## config.mk

```make
export PLATFORM = sky130hd
export DESIGN_NAME = io_qual_decoder
export DESIGN_NICKNAME = d
export VERILOG_FILES = /design/src/rtl/iodec_pkg.sv /design/src/rtl/iodec_capture.sv /design/src/rtl/iodec_match.sv /design/src/rtl/iodec_prio.sv /design/src/rtl/io_qual_decoder.sv
export SDC_FILE = /design/constraint.sdc
export NUM_CORES = 1
export LEC_CHECK = 0
export CAP_MARGIN = 30
export CORE_MARGIN = 4
export CORE_UTILIZATION = 52
export CTS_CLUSTER_DIAMETER = 150
export DETAILED_ROUTE_END_ITERATION = 10
export DONT_BUFFER_PORTS = 1
export PLACE_DENSITY_LB_ADDON = 0.3
export SLEW_MARGIN = 20
export SYNTH_ARGS = -nofsm -noshare
export SYNTH_HDL_FRONTEND = slang
export SYNTH_SLANG_ARGS = --single-unit
```

## constraint.sdc

```tcl
create_clock -name clk -period 2.5 [get_ports clk]
set_input_delay 0.5 -clock clk [delete_from_list [all_inputs] [get_ports clk]]
set_output_delay 0.5 -clock clk [all_outputs]
set_load 0.02 [all_outputs]
```

## src/rtl/iodec_pkg.sv

```systemverilog
package iodec_pkg;
   parameter int unsigned IODEC_ADDR_W   = 11;
   parameter int unsigned IODEC_WIN_LOG2 = 4;
   parameter logic [10:0] IODEC_CFG_LO   = 11'h3F0;
   parameter logic [10:0] IODEC_CFG_HI   = 11'h370;

   // select slot order, lowest index wins
   typedef enum logic [1:0] {
      SLOT_CFG  = 2'd0,
      SLOT_WIN0 = 2'd1,
      SLOT_WIN1 = 2'd2,
      SLOT_WIN2 = 2'd3
   } iodec_slot_e;
endpackage

```

## src/rtl/iodec_capture.sv

```systemverilog
module iodec_capture #(
   parameter int unsigned ADDR_W = 11
) (
   input  logic              clk,
   input  logic              rst,
   input  logic              ior_n,
   input  logic              iow_n,
   input  logic [ADDR_W-1:0] addr,
   output logic              active,
   output logic [ADDR_W-1:0] addr_eff
);
   logic              active_q;
   logic              lead;
   logic [ADDR_W-1:0] addr_lat;

   assign active   = ~ior_n | ~iow_n;
   assign lead     = active & ~active_q;
   assign addr_eff = lead ? addr : addr_lat;

   always_ff @(posedge clk) begin
      if (rst) begin
         active_q <= 1'b0;
         addr_lat <= '0;
      end else begin
         active_q <= active;
         if (lead) addr_lat <= addr;
      end
   end

   // captured address frozen while the strobe stays low
   assert_addr_hold_R1: assert property (@(posedge clk) disable iff (rst)
      (active && active_q) |=> $stable(addr_lat) || !active_q);
endmodule

```

## src/rtl/iodec_match.sv

```systemverilog
module iodec_match #(
   parameter int unsigned ADDR_W   = 11,
   parameter int unsigned NUM_WIN  = 3,
   parameter int unsigned WIN_LOG2 = 4,
   parameter logic [ADDR_W-1:0] CFG_LO = '0,
   parameter logic [ADDR_W-1:0] CFG_HI = '0
) (
   input  logic                      addr_in_hi,
   input  logic [ADDR_W-1:0]         addr,
   input  logic [NUM_WIN*ADDR_W-1:0] bases,
   output logic [NUM_WIN:0]          hits
);
   localparam logic [ADDR_W-1:0] WIN_MASK = ADDR_W'((1 << WIN_LOG2) - 1);
   localparam logic [ADDR_W-1:0] CFG_MASK = ADDR_W'(1);

   logic [ADDR_W-1:0] cfg_base;
   assign cfg_base = addr_in_hi ? CFG_HI : CFG_LO;
   assign hits[0]  = ((addr ^ cfg_base) & ~CFG_MASK) == '0;

   for (genvar k = 0; k < NUM_WIN; k++) begin : g_win
      logic [ADDR_W-1:0] base_k;
      assign base_k    = bases[k*ADDR_W +: ADDR_W];
      assign hits[k+1] = ((addr ^ base_k) & ~WIN_MASK) == '0;
   end
endmodule

```

## src/rtl/iodec_prio.sv

```systemverilog
module iodec_prio #(
   parameter int unsigned N = 4
) (
   input  logic [N-1:0] req,
   output logic [N-1:0] grant
);
   always_comb begin
      logic taken;
      taken = 1'b0;
      grant = '0;
      for (int i = 0; i < N; i++) begin
         if (req[i] && !taken) begin
            grant[i] = 1'b1;
            taken    = 1'b1;
         end
      end
   end

   // at most one grant, and only to a requester
   always_comb begin
      assert_one_grant_R7: assert ($onehot0(grant) && ((grant & ~req) == '0));
   end
endmodule

```

## src/rtl/io_qual_decoder.sv

```systemverilog
module io_qual_decoder
   import iodec_pkg::*;
#(
   parameter int unsigned ADDR_W   = IODEC_ADDR_W,
   parameter int unsigned NUM_WIN  = 3,
   parameter int unsigned WIN_LOG2 = IODEC_WIN_LOG2,
   parameter logic [ADDR_W-1:0] CFG_LO = IODEC_CFG_LO,
   parameter logic [ADDR_W-1:0] CFG_HI = IODEC_CFG_HI
) (
   input  logic                      clk,
   input  logic                      rst,
   input  logic [ADDR_W-1:0]         addr,
   input  logic                      ior_n,
   input  logic                      iow_n,
   input  logic                      aen,
   input  logic                      cs_n,
   input  logic                      cs_qual_en,
   input  logic                      cfg_strap,
   input  logic [NUM_WIN*ADDR_W-1:0] win_base,
   output logic                      cfg_sel,
   output logic [NUM_WIN-1:0]        win_sel,
   output logic [WIN_LOG2-1:0]       reg_offset
);
   localparam int unsigned NSLOT = NUM_WIN + 1;

   if (WIN_LOG2 < 1 || WIN_LOG2 >= ADDR_W) begin : g_bad_win
      $error("WIN_LOG2 must lie between 1 and ADDR_W-1");
   end
   if (NUM_WIN < 1) begin : g_bad_num
      $error("NUM_WIN must be at least 1");
   end
   if (CFG_LO[0] || CFG_HI[0]) begin : g_bad_cfg
      $error("configuration bases must be even");
   end

   logic              strap_q;
   logic              active;
   logic [ADDR_W-1:0] addr_eff;
   logic [NSLOT-1:0]  hits;
   logic [NSLOT-1:0]  grant;
   logic [NSLOT-1:0]  sel_q;
   logic              qualify;

   iodec_capture #(.ADDR_W(ADDR_W)) u_cap (
      .clk(clk), .rst(rst), .ior_n(ior_n), .iow_n(iow_n),
      .addr(addr), .active(active), .addr_eff(addr_eff)
   );

   iodec_match #(
      .ADDR_W(ADDR_W), .NUM_WIN(NUM_WIN), .WIN_LOG2(WIN_LOG2),
      .CFG_LO(CFG_LO), .CFG_HI(CFG_HI)
   ) u_match (
      .addr_in_hi(strap_q), .addr(addr_eff), .bases(win_base), .hits(hits)
   );

   iodec_prio #(.N(NSLOT)) u_prio (.req(hits), .grant(grant));

   assign qualify = active & ~aen & (~cs_qual_en | ~cs_n);

   always_ff @(posedge clk) begin
      if (rst) begin
         strap_q    <= cfg_strap;
         sel_q      <= '0;
         reg_offset <= '0;
      end else begin
         sel_q      <= qualify ? grant : '0;
         reg_offset <= (qualify && (|grant)) ? addr_eff[WIN_LOG2-1:0] : '0;
      end
   end

   assign cfg_sel = sel_q[SLOT_CFG];
   assign win_sel = sel_q[NSLOT-1:1];

   // DMA cycles select nothing
   assert_dma_block_R3: assert property (@(posedge clk) disable iff (rst)
      aen |=> (sel_q == '0));
   // external select gates decoding when enabled
   assert_ext_sel_R4: assert property (@(posedge clk) disable iff (rst)
      (cs_qual_en && cs_n) |=> (sel_q == '0));
   // no select without a strobe
   assert_idle_R8: assert property (@(posedge clk) disable iff (rst)
      (ior_n && iow_n) |=> (sel_q == '0 && reg_offset == '0));
   // strap choice held between resets
   assert_strap_hold_R5: assert property (@(posedge clk) disable iff (rst)
      1'b1 |=> $stable(strap_q));
   // one select at most on the outputs
   assert_single_sel_R7: assert property (@(posedge clk) disable iff (rst)
      $onehot0({win_sel, cfg_sel}));
endmodule

```

==> results of run 1 <==
==> cell usage in the layout (no fill, tap or decap), drive strengths merged, types with 2 or more instances in the layout <==
cell type / n
dfxtp: 20
nor2: 16
inv: 12
nand2: 11
a21oi: 11
xnor2: 10
a211oi: 8
mux2i: 7
nor3: 5
xor2: 5
o221ai: 4
a221oi: 4
nor2b: 4
buf: 4
and2: 4
or2: 4
nand3: 3
nand4: 3
clkbuf: 3
a222oi: 2
o21ai: 2
nand2b: 2
nor4: 2
and3: 2
a32oi: 2
o2111ai: 2
a2111oi: 2
==> registers in the layout (all words and copies together) (netlist names) <==
register        flops
reg_offset          4
sel_q               4
u_cap.active_q      1
u_cap.addr_lat     11
strap_q             1
==> final cells by class <==
| class | instances | area, um2 |
|---|---|---|
| Sequential cell | 21 | 430 |
| Fill cell | 229 | 1070 |
| Clock buffer | 3 | 22.5 |
| Clock inverter | 1 | 5.00 |
| Inverter | 12 | 45.0 |
| Timing Repair Buffer | 4 | 30.0 |
| Tap cell | 30 | 37.5 |
| Multi-Input combinational cell | 122 | 856 |
==> power by group through the flow <==
stage | Sequential [mW] | Clock, mW | Combinational (mW)
after CTS | 0.371 | 0.171 | 0.159
final | 0.371 | 0.165 | 0.159
after floorplan | 0.373 | 0 | 0.135
after global routing | 0.374 | 0.186 | 0.174
after global placement | 0.378 | 0 | 0.153
after detailed placement | 0.378 | 0 | 0.157
==> critical path, delay by kind of cell, from the launching register on <==
family	cells	cell delay [ns]
mux	1	0.38
flops	1	0.34
compound gates	4	0.93
simple gates	1	0.27
==> layer usage <==
layer | global-route usage, % | wire length (um) | up-vias
met5 | 0 | 0 | -
met4 | 9.39 | 100 | 0
met1 | 25.4 | 1330 | 584
met2 | 33.4 | 1660 | 80
met3 | 8.06 | 499 | 10
li1 | - | - | 593
==> stage by stage <==
step           area (um2)  utilization [%]  setup WS (ns)  cells  hold WS (ns)
2_1_floorplan        1370                -          0.587    160         0.460
3_3_place_gp         1400             56.0          0.348    189         0.479
3_5_place_dp         1400             56.0          0.324    189         0.498
4_1_cts              1430             57.1          0.500    193         0.244
5_1_grt              1430             57.1          0.369    193         0.228
6_report             1430             57.1          0.474    193         0.249
==> kinds of logic (layout without fill, tap and decap cells) <==
kind of cell / count (synthesis) / count (layout) / synth area share [%]
AO/OA/AOI/OAI: 43 / 43 / 26.6
XOR/XNOR: 15 / 15 / 9.61
buffers and inverters: 17 / 20 / 5.86
flip-flops: 21 / 21 / 31.5
multiplexers: 7 / 7 / 5.40
AND/OR/NAND/NOR: 57 / 57 / 21.0
==> worst paths after layout <==
kind / from / slack, ns / end / depth (start not counted)
hold / removal: rst / 0.25 / u_cap.addr_lat[8]$_SDFF_PP0_ / 1
setup reg to reg: u_cap.active_q$_SDFF_PP0_ / 0.47 / sel_q[3]$_SDFF_PP0_ / 6
setup / recovery: u_cap.active_q$_SDFF_PP0_ / 0.47 / sel_q[3]$_SDFF_PP0_ / 6
hold reg to reg: u_cap.addr_lat[0]$_SDFF_PP0_ / 0.52 / u_cap.addr_lat[0]$_SDFF_PP0_ / 2
==> impl_metrics.ini, run 1 <==
[power]
seqPwrFrac_pct = 53.4
pwr-share-clk_pct = 23.7
power.switching_mw = 0.210
p_comb_share_pct = 22.9
powerDensity_nw_per_um2 = 488
internal_power_mw = 0.486
finalPower_mw = 0.696
ir_drop_mv = 0.419
leakage_nw = 0.530
p_sw_share_pct = 30.2

[synthesis]
ys_seq_elements = 21
netlist_top_cells_count = dfxtp_1, nor2_1, inv_1
syn_area_um2 = 1370
syn_area_per_cell_um2 = 8.54
yosysSeqAreaShare_pct = 31.5
synth.top_cell.area_share_pct = 29.3
synth.area.top_cells = dfxtp_1, xnor2_1, mux2i_1
yosys.cell_types.count = 43
yosysWarnings = 0
async_flop_share_pct = 0
synth-main-ff-cell = dfxtp_1
synth_nets = 212
synth-edff-count = 1
synth_most_common_cell = dfxtp_1
synth_largest_area_cell = dfxtp_1
netlist_instances = 160

[grt]
grt_overflow_total = 0
first_global_vias = 1280
grt_usage_pct = 21.2
antenna_found_initial = 0
grt_pass1_wl_mm = 5.66
grt_max_degree = 14

[placed_design]
portBuffers = 0
gp_congestion = 0.899
hpwl_mm = 2.84

[die]
start_util_pct = 54.7
die_h_um = 59.3
fp.coreArea_um2 = 2500
dieArea_um2 = 3510
ioPinCount = 60
rows = 18
die_x_um = 59.3

[final_layout]
nets = 216
num_antenna_cells = 0
area_growth_syn_to_layout_pct = 4.40
drive_gt1_share_pct = 11.7

[detailed_routing]
routed_wirelength_mm = 3.59
routed_via_density = 6.56
vias = 1267
drc = 0
dr.first_iter.drc_count = 86
dr.pass1.iters = 4
final_antenna_net_count = 0
wl_per_cell_um = 18.6

[flow_run]
cap_violations = 0

[cts]
cts_made_buffers = 3
cts_setup_buffers = 0
cts.path.max_buffers = 2
root_buffer = clkbuf_4
cts_tree = yes
cts.repair.resized = 0
cts.sinks = 21
hold_buffers = 0
insertion_delay_ns = 0.30
clk_pin_slew_worst_paths_ns = 0.12
h-tree-depth = 1

[setup_path]
required_ns = 2.71
cp.arrival_ns = 2.23
end_kind = flip-flop
critPathMaxFanout = 6
critical_path.cell_chain = a21oi_2 -> mux2i_2 -> o221ai_1 -> a211oi_1 -> a31oi_1 -> and4b_1
start_kind = flip-flop
crit_type = reg2reg
critPathSlowestCell = mux2i_2
cpPeakStageDelay_ns = 0.38

[status]
status = finished clean

[sta]
fmax_mhz = 494
maxSlewViolCount = 0
period_share_pct = 81.0
hold_viol_final = 0
relSlewSlack_pct = 66.8
setup_viol_count_final = 0
setup_tns_ns = 0
fin_skew_ns = 0.00284
min_period_ns = 2.03
worst_slew_pin_slew_ns = 0.496
rsz0062_at_grt = false

[hold_path]
hold_path.class = in2reg
(Power assumes the default switching activity.)
==> run 2: changes to the inputs <==
- clock period: 2.5 -> 1.8 ns (I/O delays scaled with it)
==> run 2 against run 1 <==
Effect of this change: the run now ends with negative setup slack left; setup slack got worse by 0.53 ns; total power rose by 54%; sequential cell count did not move; hold slack got worse by 0.17 ns; critical endpoint unchanged; critical path depth did not move; die area did not move; clock skew rose by 0.0091 ns; clock power rose by 47%; highest routed layer unchanged; largest power group unchanged; cell area rose by 17%.
==> impl_metrics.ini, run 2 (synthesis gave the netlist of run 1 again) <==
[setup_path]
cpPeakStageDelay_ns = 0.36
cp_num_buf_inv = 0
crit_type = reg2reg
critPathMaxFanout = 6
critPathTopFamily = compound AO/OA/AOI/OAI gates
r2r_start = u_cap.active_q$_SDFF_PP0_
required_ns = 2.02
reg2reg_depth = 6
start_kind = flip-flop
r2r-end = sel_q[3]$_SDFF_PP0_
end_kind = flip-flop
rrSetupSlack_ns = -0.06
critPathSlowestCell = dfxtp_2
cp.arrival_ns = 2.08
critical_path.cell_chain = a21oi_4 -> mux2i_4 -> o221ai_2 -> a211oi_2 -> a31oi_4 -> and4b_1

[power]
pwr-share-clk_pct = 22.6
leakage_nw = 0.623
powerDensity_nw_per_um2 = 641
p_comb_share_pct = 29.5
internal_power_mw = 0.730
finalPower_mw = 1.07
seqPwrFrac_pct = 47.9
ir_drop_mv = 0.553
p_sw_share_pct = 32.0
power.switching_mw = 0.343

[final_layout]
max_flop_register = u_cap.addr_lat
final_util_pct = 67.0
num_antenna_cells = 0
stdcell_area_um2 = 1670
reg_top3 = u_cap.addr_lat: 11 flops, reg_offset: 4 flops, sel_q: 4 flops
nets = 232
area_growth_syn_to_layout_pct = 22.5
final_cell_mix = buf_4, dfxtp_1, nor2_1, inv_1
largest_reg_flops = 11
drive_gt1_share_pct = 30.7
fin_cells = 209

[sta]
relSlewSlack_pct = 73.0
worst_slew_pin_slew_ns = 0.405
rsz0062_at_grt = true
setup_viol_count_final = 7
timing.final.ws_setup_ns = -0.0583
hold_viol_final = 0
fin_skew_ns = 0.0120
min_period_ns = 1.86
period_share_pct = 103
maxSlewViolCount = 0
fmax_mhz = 538

[cts]
cts.path.max_buffers = 2
h-tree-depth = 1
cts_made_buffers = 3
cts.sinks = 21
clk_pin_slew_worst_paths_ns = 0.13
insertion_delay_ns = 0.32
root_buffer = clkbuf_4
cts_tree = yes
hold_buffers = 0

[detailed_routing]
dr.first_iter.drc_count = 75
final_antenna_net_count = 0
dr.pass1.iters = 4
routed_via_density = 6.65
wl_per_cell_um = 19.7
drc = 0
routed_wirelength_mm = 4.12
vias = 1390

[status]
status = complete, but fails checks
violations = negative setup slack

[die]
die_h_um = 59.3
fp.coreArea_um2 = 2500
ioPinCount = 60
start_util_pct = 54.7
dieArea_um2 = 3510
die_x_um = 59.3
rows = 18

[placed_design]
dp_cells = 200
portBuffers = 0
hpwl_mm = 3.09
dpl_cell_area_um2 = 1480
gp_congestion = 0.871
pre_cts_slack_ns = -0.189

[hold_path]
whs_path_depth = 1
hold_path.class = in2reg
holdCritStartpoint = rst
min_to = u_cap.addr_lat[5]$_SDFF_PP0_

[grt]
first_global_vias = 1367
grt_pass1_wl_mm = 6.27
grt_max_degree = 14
grt_usage_pct = 23.6
grt_overflow_total = 0
antenna_found_initial = 0

[flow_run]
cap_violations = 0
[run 2: worst max-delay path by stage]
stage,from,endpoint,cells past startpoint
finish,u_cap.active_q$_SDFF_PP0_,sel_q[3]$_SDFF_PP0_,6
global route,u_cap.active_q$_SDFF_PP0_,sel_q[3]$_SDFF_PP0_,7
CTS,u_cap.active_q$_SDFF_PP0_,sel_q[3]$_SDFF_PP0_,6
detailed placement,ior_n,sel_q[3]$_SDFF_PP0_,6
global placement,ior_n,sel_q[3]$_SDFF_PP0_,6
floorplan,ior_n,sel_q[3]$_SDFF_PP0_,7
[run 2: layer usage]
| metal | GRT usage [%] | routed length (um) | vias up | share of wire (%) |
|---|---|---|---|---|
| met2 | 39.8 | 2010 | 79 | 49 |
| met5 | 0 | 0 | - | 0 |
| met1 | 28.0 | 1560 | 670 | 38 |
| met4 | 10.4 | 116 | 0 | 2.8 |
| li1 | - | - | 627 | - |
| met3 | 5.88 | 429 | 14 | 10 |
[run 2: worst register-to-register path, stage by stage (launching register included)]
cell and delay (ns):
dfxtp_2 0.36, a21oi_4 0.18, mux2i_4 0.31, o221ai_2 0.14, a211oi_2 0.34, a31oi_4 0.18
and4b_1 0.24
[run 2: area by class of cell]
type / count / area (um2)
Clock buffer: 3 / 22.5
Timing Repair Buffer: 20 / 158
Multi-Input combinational cell: 122 / 973
Fill cell: 200 / 826
Inverter: 12 / 45.0
Sequential cell: 21 / 433
Tap cell: 30 / 37.5
Clock inverter: 1 / 5.00
[run 2: power by group through the flow]
stage          logic [mW]  clock network, mW  registers, mW
3_3_place_gp        0.242                  0          0.520
4_1_cts             0.286              0.243          0.511
6_report            0.316              0.242          0.515
3_5_place_dp        0.251                  0          0.521
2_1_floorplan       0.187                  0          0.518
5_1_grt             0.338              0.263          0.517
[run 2: metrics by stage]
step	setup TNS, ns	hold WS, ns
after global placement	-0.775	0.433
after CTS	-0.0288	0.0823
after global routing	-0.701	0.0704
final	-0.248	0.0795
after detailed placement	-0.948	0.433
after floorplan	0	0.429
[run 2: repair_timing]
action                                  CTS  global route
gates resized for setup                  16            10
pin swaps                                 8             8
buffers inserted                          3             3
endpoints found under the setup margin    6             6
cloned                                    0             0
hold endpoints to repair                  0             0
==> run 3: changes to the inputs <==
- SETUP_SLACK_MARGIN: default -> 0.15
==> run 3 against run 2 <==
Effect of this change: wire length shrank 3.9%; critical path type unchanged; the flow still finishes with violations (negative setup slack); critical endpoint is now reg_offset[3]$_SDFF_PP0_; highest routed layer unchanged; register-to-register slack is essentially flat; largest cell class unchanged; via count shrank 3.3%; critical path depth grew 2; first-iteration DRC count grew 29%; clock power shrank 4%; count of clock-buffer cells in the layout is the same.
==> impl_metrics.ini, run 3 (synthesis gave the netlist of run 1 again) <==
[detailed_routing]
drc = 0
wl_per_cell_um = 19.3
vias = 1344
dr.first_iter.drc_count = 97
dr.pass1.iters = 5
routed_via_density = 6.56
final_antenna_net_count = 0
routed_wirelength_mm = 3.95

[setup_path]
cpMostUsedCell = a211oi_2
r2r-end = reg_offset[3]$_SDFF_PP0_
end_kind = flip-flop
r2r_start = u_cap.active_q$_SDFF_PP0_
start_kind = flip-flop
cp.arrival_ns = 2.10
critPathMaxFanout = 4
reg2reg_depth = 8
critical_path.cell_chain = a21oi_4 -> mux2i_2 -> buf_4 -> buf_6 -> xnor2_4 -> a211oi_2 -> a22oi_2 -> a211oi_2
cpPeakStageDelay_ns = 0.36
rrSetupSlack_ns = -0.06
critPathSlowestCell = dfxtp_2
required_ns = 2.04
crit_type = reg2reg

[cts]
cts.sinks = 21
cts_made_buffers = 3
cts_tree = yes
hold_buffers = 0
insertion_delay_ns = 0.31
clk_pin_slew_worst_paths_ns = 0.12
cts.path.max_buffers = 2
root_buffer = clkbuf_4
h-tree-depth = 1

[final_layout]
max_flop_register = u_cap.addr_lat
largest_reg_flops = 11
final_cell_mix = dfxtp_1, nor2_1, inv_1, buf_4, nand2_1
reg_top3 = u_cap.addr_lat: 11 flops, reg_offset: 4 flops, sel_q: 4 flops
num_antenna_cells = 0
area_growth_syn_to_layout_pct = 21.0
nets = 228
drive_gt1_share_pct = 28.6
final_util_pct = 66.1
layout_commonest_cell = dfxtp_1

[grt]
antenna_found_initial = 0
first_global_vias = 1291
grt_max_degree = 14
grt_overflow_total = 0
grt_pass1_wl_mm = 6.13
grt_usage_pct = 23.1

[sta]
maxSlewViolCount = 0
worst_slew_pin_slew_ns = 0.464
timing.final.ws_setup_ns = -0.0620
period_share_pct = 103
min_period_ns = 1.86
fin_skew_ns = 0.00640
relSlewSlack_pct = 69.0
hold_viol_final = 0
rsz0062_at_grt = true
fmax_mhz = 537
setup_viol_count_final = 6

[power]
powerDensity_nw_per_um2 = 637
pwr-share-clk_pct = 22.0
p_comb_share_pct = 29.1
leakage_nw = 0.608
internal_power_mw = 0.723
power.switching_mw = 0.329
ir_drop_mv = 0.488
seqPwrFrac_pct = 48.8
p_sw_share_pct = 31.3

[placed_design]
gp_congestion = 0.966
pre_cts_slack_ns = -0.120
hpwl_mm = 2.89
portBuffers = 0

[hold_path]
whs_path_depth = 1
hold_path.class = in2reg
min_to = u_cap.addr_lat[8]$_SDFF_PP0_
holdCritStartpoint = rst

[die]
die_x_um = 59.3
die_h_um = 59.3
dieArea_um2 = 3510
ioPinCount = 60
start_util_pct = 54.7
rows = 18
fp.coreArea_um2 = 2500

[status]
violations = negative setup slack
status = complete, but fails checks

[flow_run]
cap_violations = 0
[run 3: worst max-delay path, delay by kind of cell (launching register included)]
kind                      cells  cell delay (ns)
AOI/OAI and AO/OA             4             0.82
DFF                           1             0.36
muxes                         1             0.28
buffers and inverters         2             0.27
xor gates and xnor gates      1             0.06
[run 3: how the worst max path moves through the flow]
stage / startpoint / end / slack (ns) / depth (start not counted)
6_report: u_cap.active_q$_SDFF_PP0_ / reg_offset[3]$_SDFF_PP0_ / -0.06 / 8
5_1_grt: u_cap.active_q$_SDFF_PP0_ / reg_offset[3]$_SDFF_PP0_ / -0.14 / 8
4_1_cts: u_cap.active_q$_SDFF_PP0_ / reg_offset[0]$_SDFF_PP0_ / -0.01 / 8
3_5_place_dp: ior_n / sel_q[3]$_SDFF_PP0_ / -0.12 / 7
3_3_place_gp: ior_n / sel_q[3]$_SDFF_PP0_ / -0.12 / 7
2_1_floorplan: ior_n / sel_q[3]$_SDFF_PP0_ / 0.06 / 6
[run 3: stage by stage]
step,hold slack [ns],setup TNS (ns),cells,area [um2],power [mW]
2_1_floorplan,0.429,0,160,1380,0.708
3_3_place_gp,0.432,-0.561,199,1480,0.763
3_5_place_dp,0.433,-0.528,199,1480,0.769
4_1_cts,0.0904,-0.0413,205,1610,1.04
5_1_grt,0.0807,-0.695,205,1650,1.10
6_report,0.0953,-0.184,205,1650,1.05
[run 3: timing repair]
| item | in CTS | in global routing |
|---|---|---|
| gates resized for setup | 16 | 10 |
| buffers inserted | 2 | 0 |
| pin swaps | 5 | 5 |
| endpoints found under the hold margin | 0 | 0 |
| endpoints found under the setup margin | 8 | 8 |
| cloned | 0 | 0 |
[run 3: cell type report]
class / count / area (um2)
fillers: 213 / 847
repair buffers: 16 / 135
clock inverters: 1 / 5.00
multi-input cells: 122 / 976
flip-flops and latches: 21 / 432
inverters: 12 / 45.0
well taps: 30 / 37.5
clock buffers: 3 / 22.5
[run 3: power groups by stage]
stage          sequential (mW)  combinational [mW]  clock, mW
5_1_grt                  0.516               0.331      0.256
3_5_place_dp             0.522               0.247          0
2_1_floorplan            0.519               0.190          0
6_report                 0.514               0.307      0.232
4_1_cts                  0.513               0.285      0.238
3_3_place_gp             0.521               0.242          0
[run 3: metal layers]
layer	GRT usage [%]	routed length [um]
met1	29.4	1480
met2	35.7	1870
met4	9.71	116
met3	7.41	491
met5	0	0
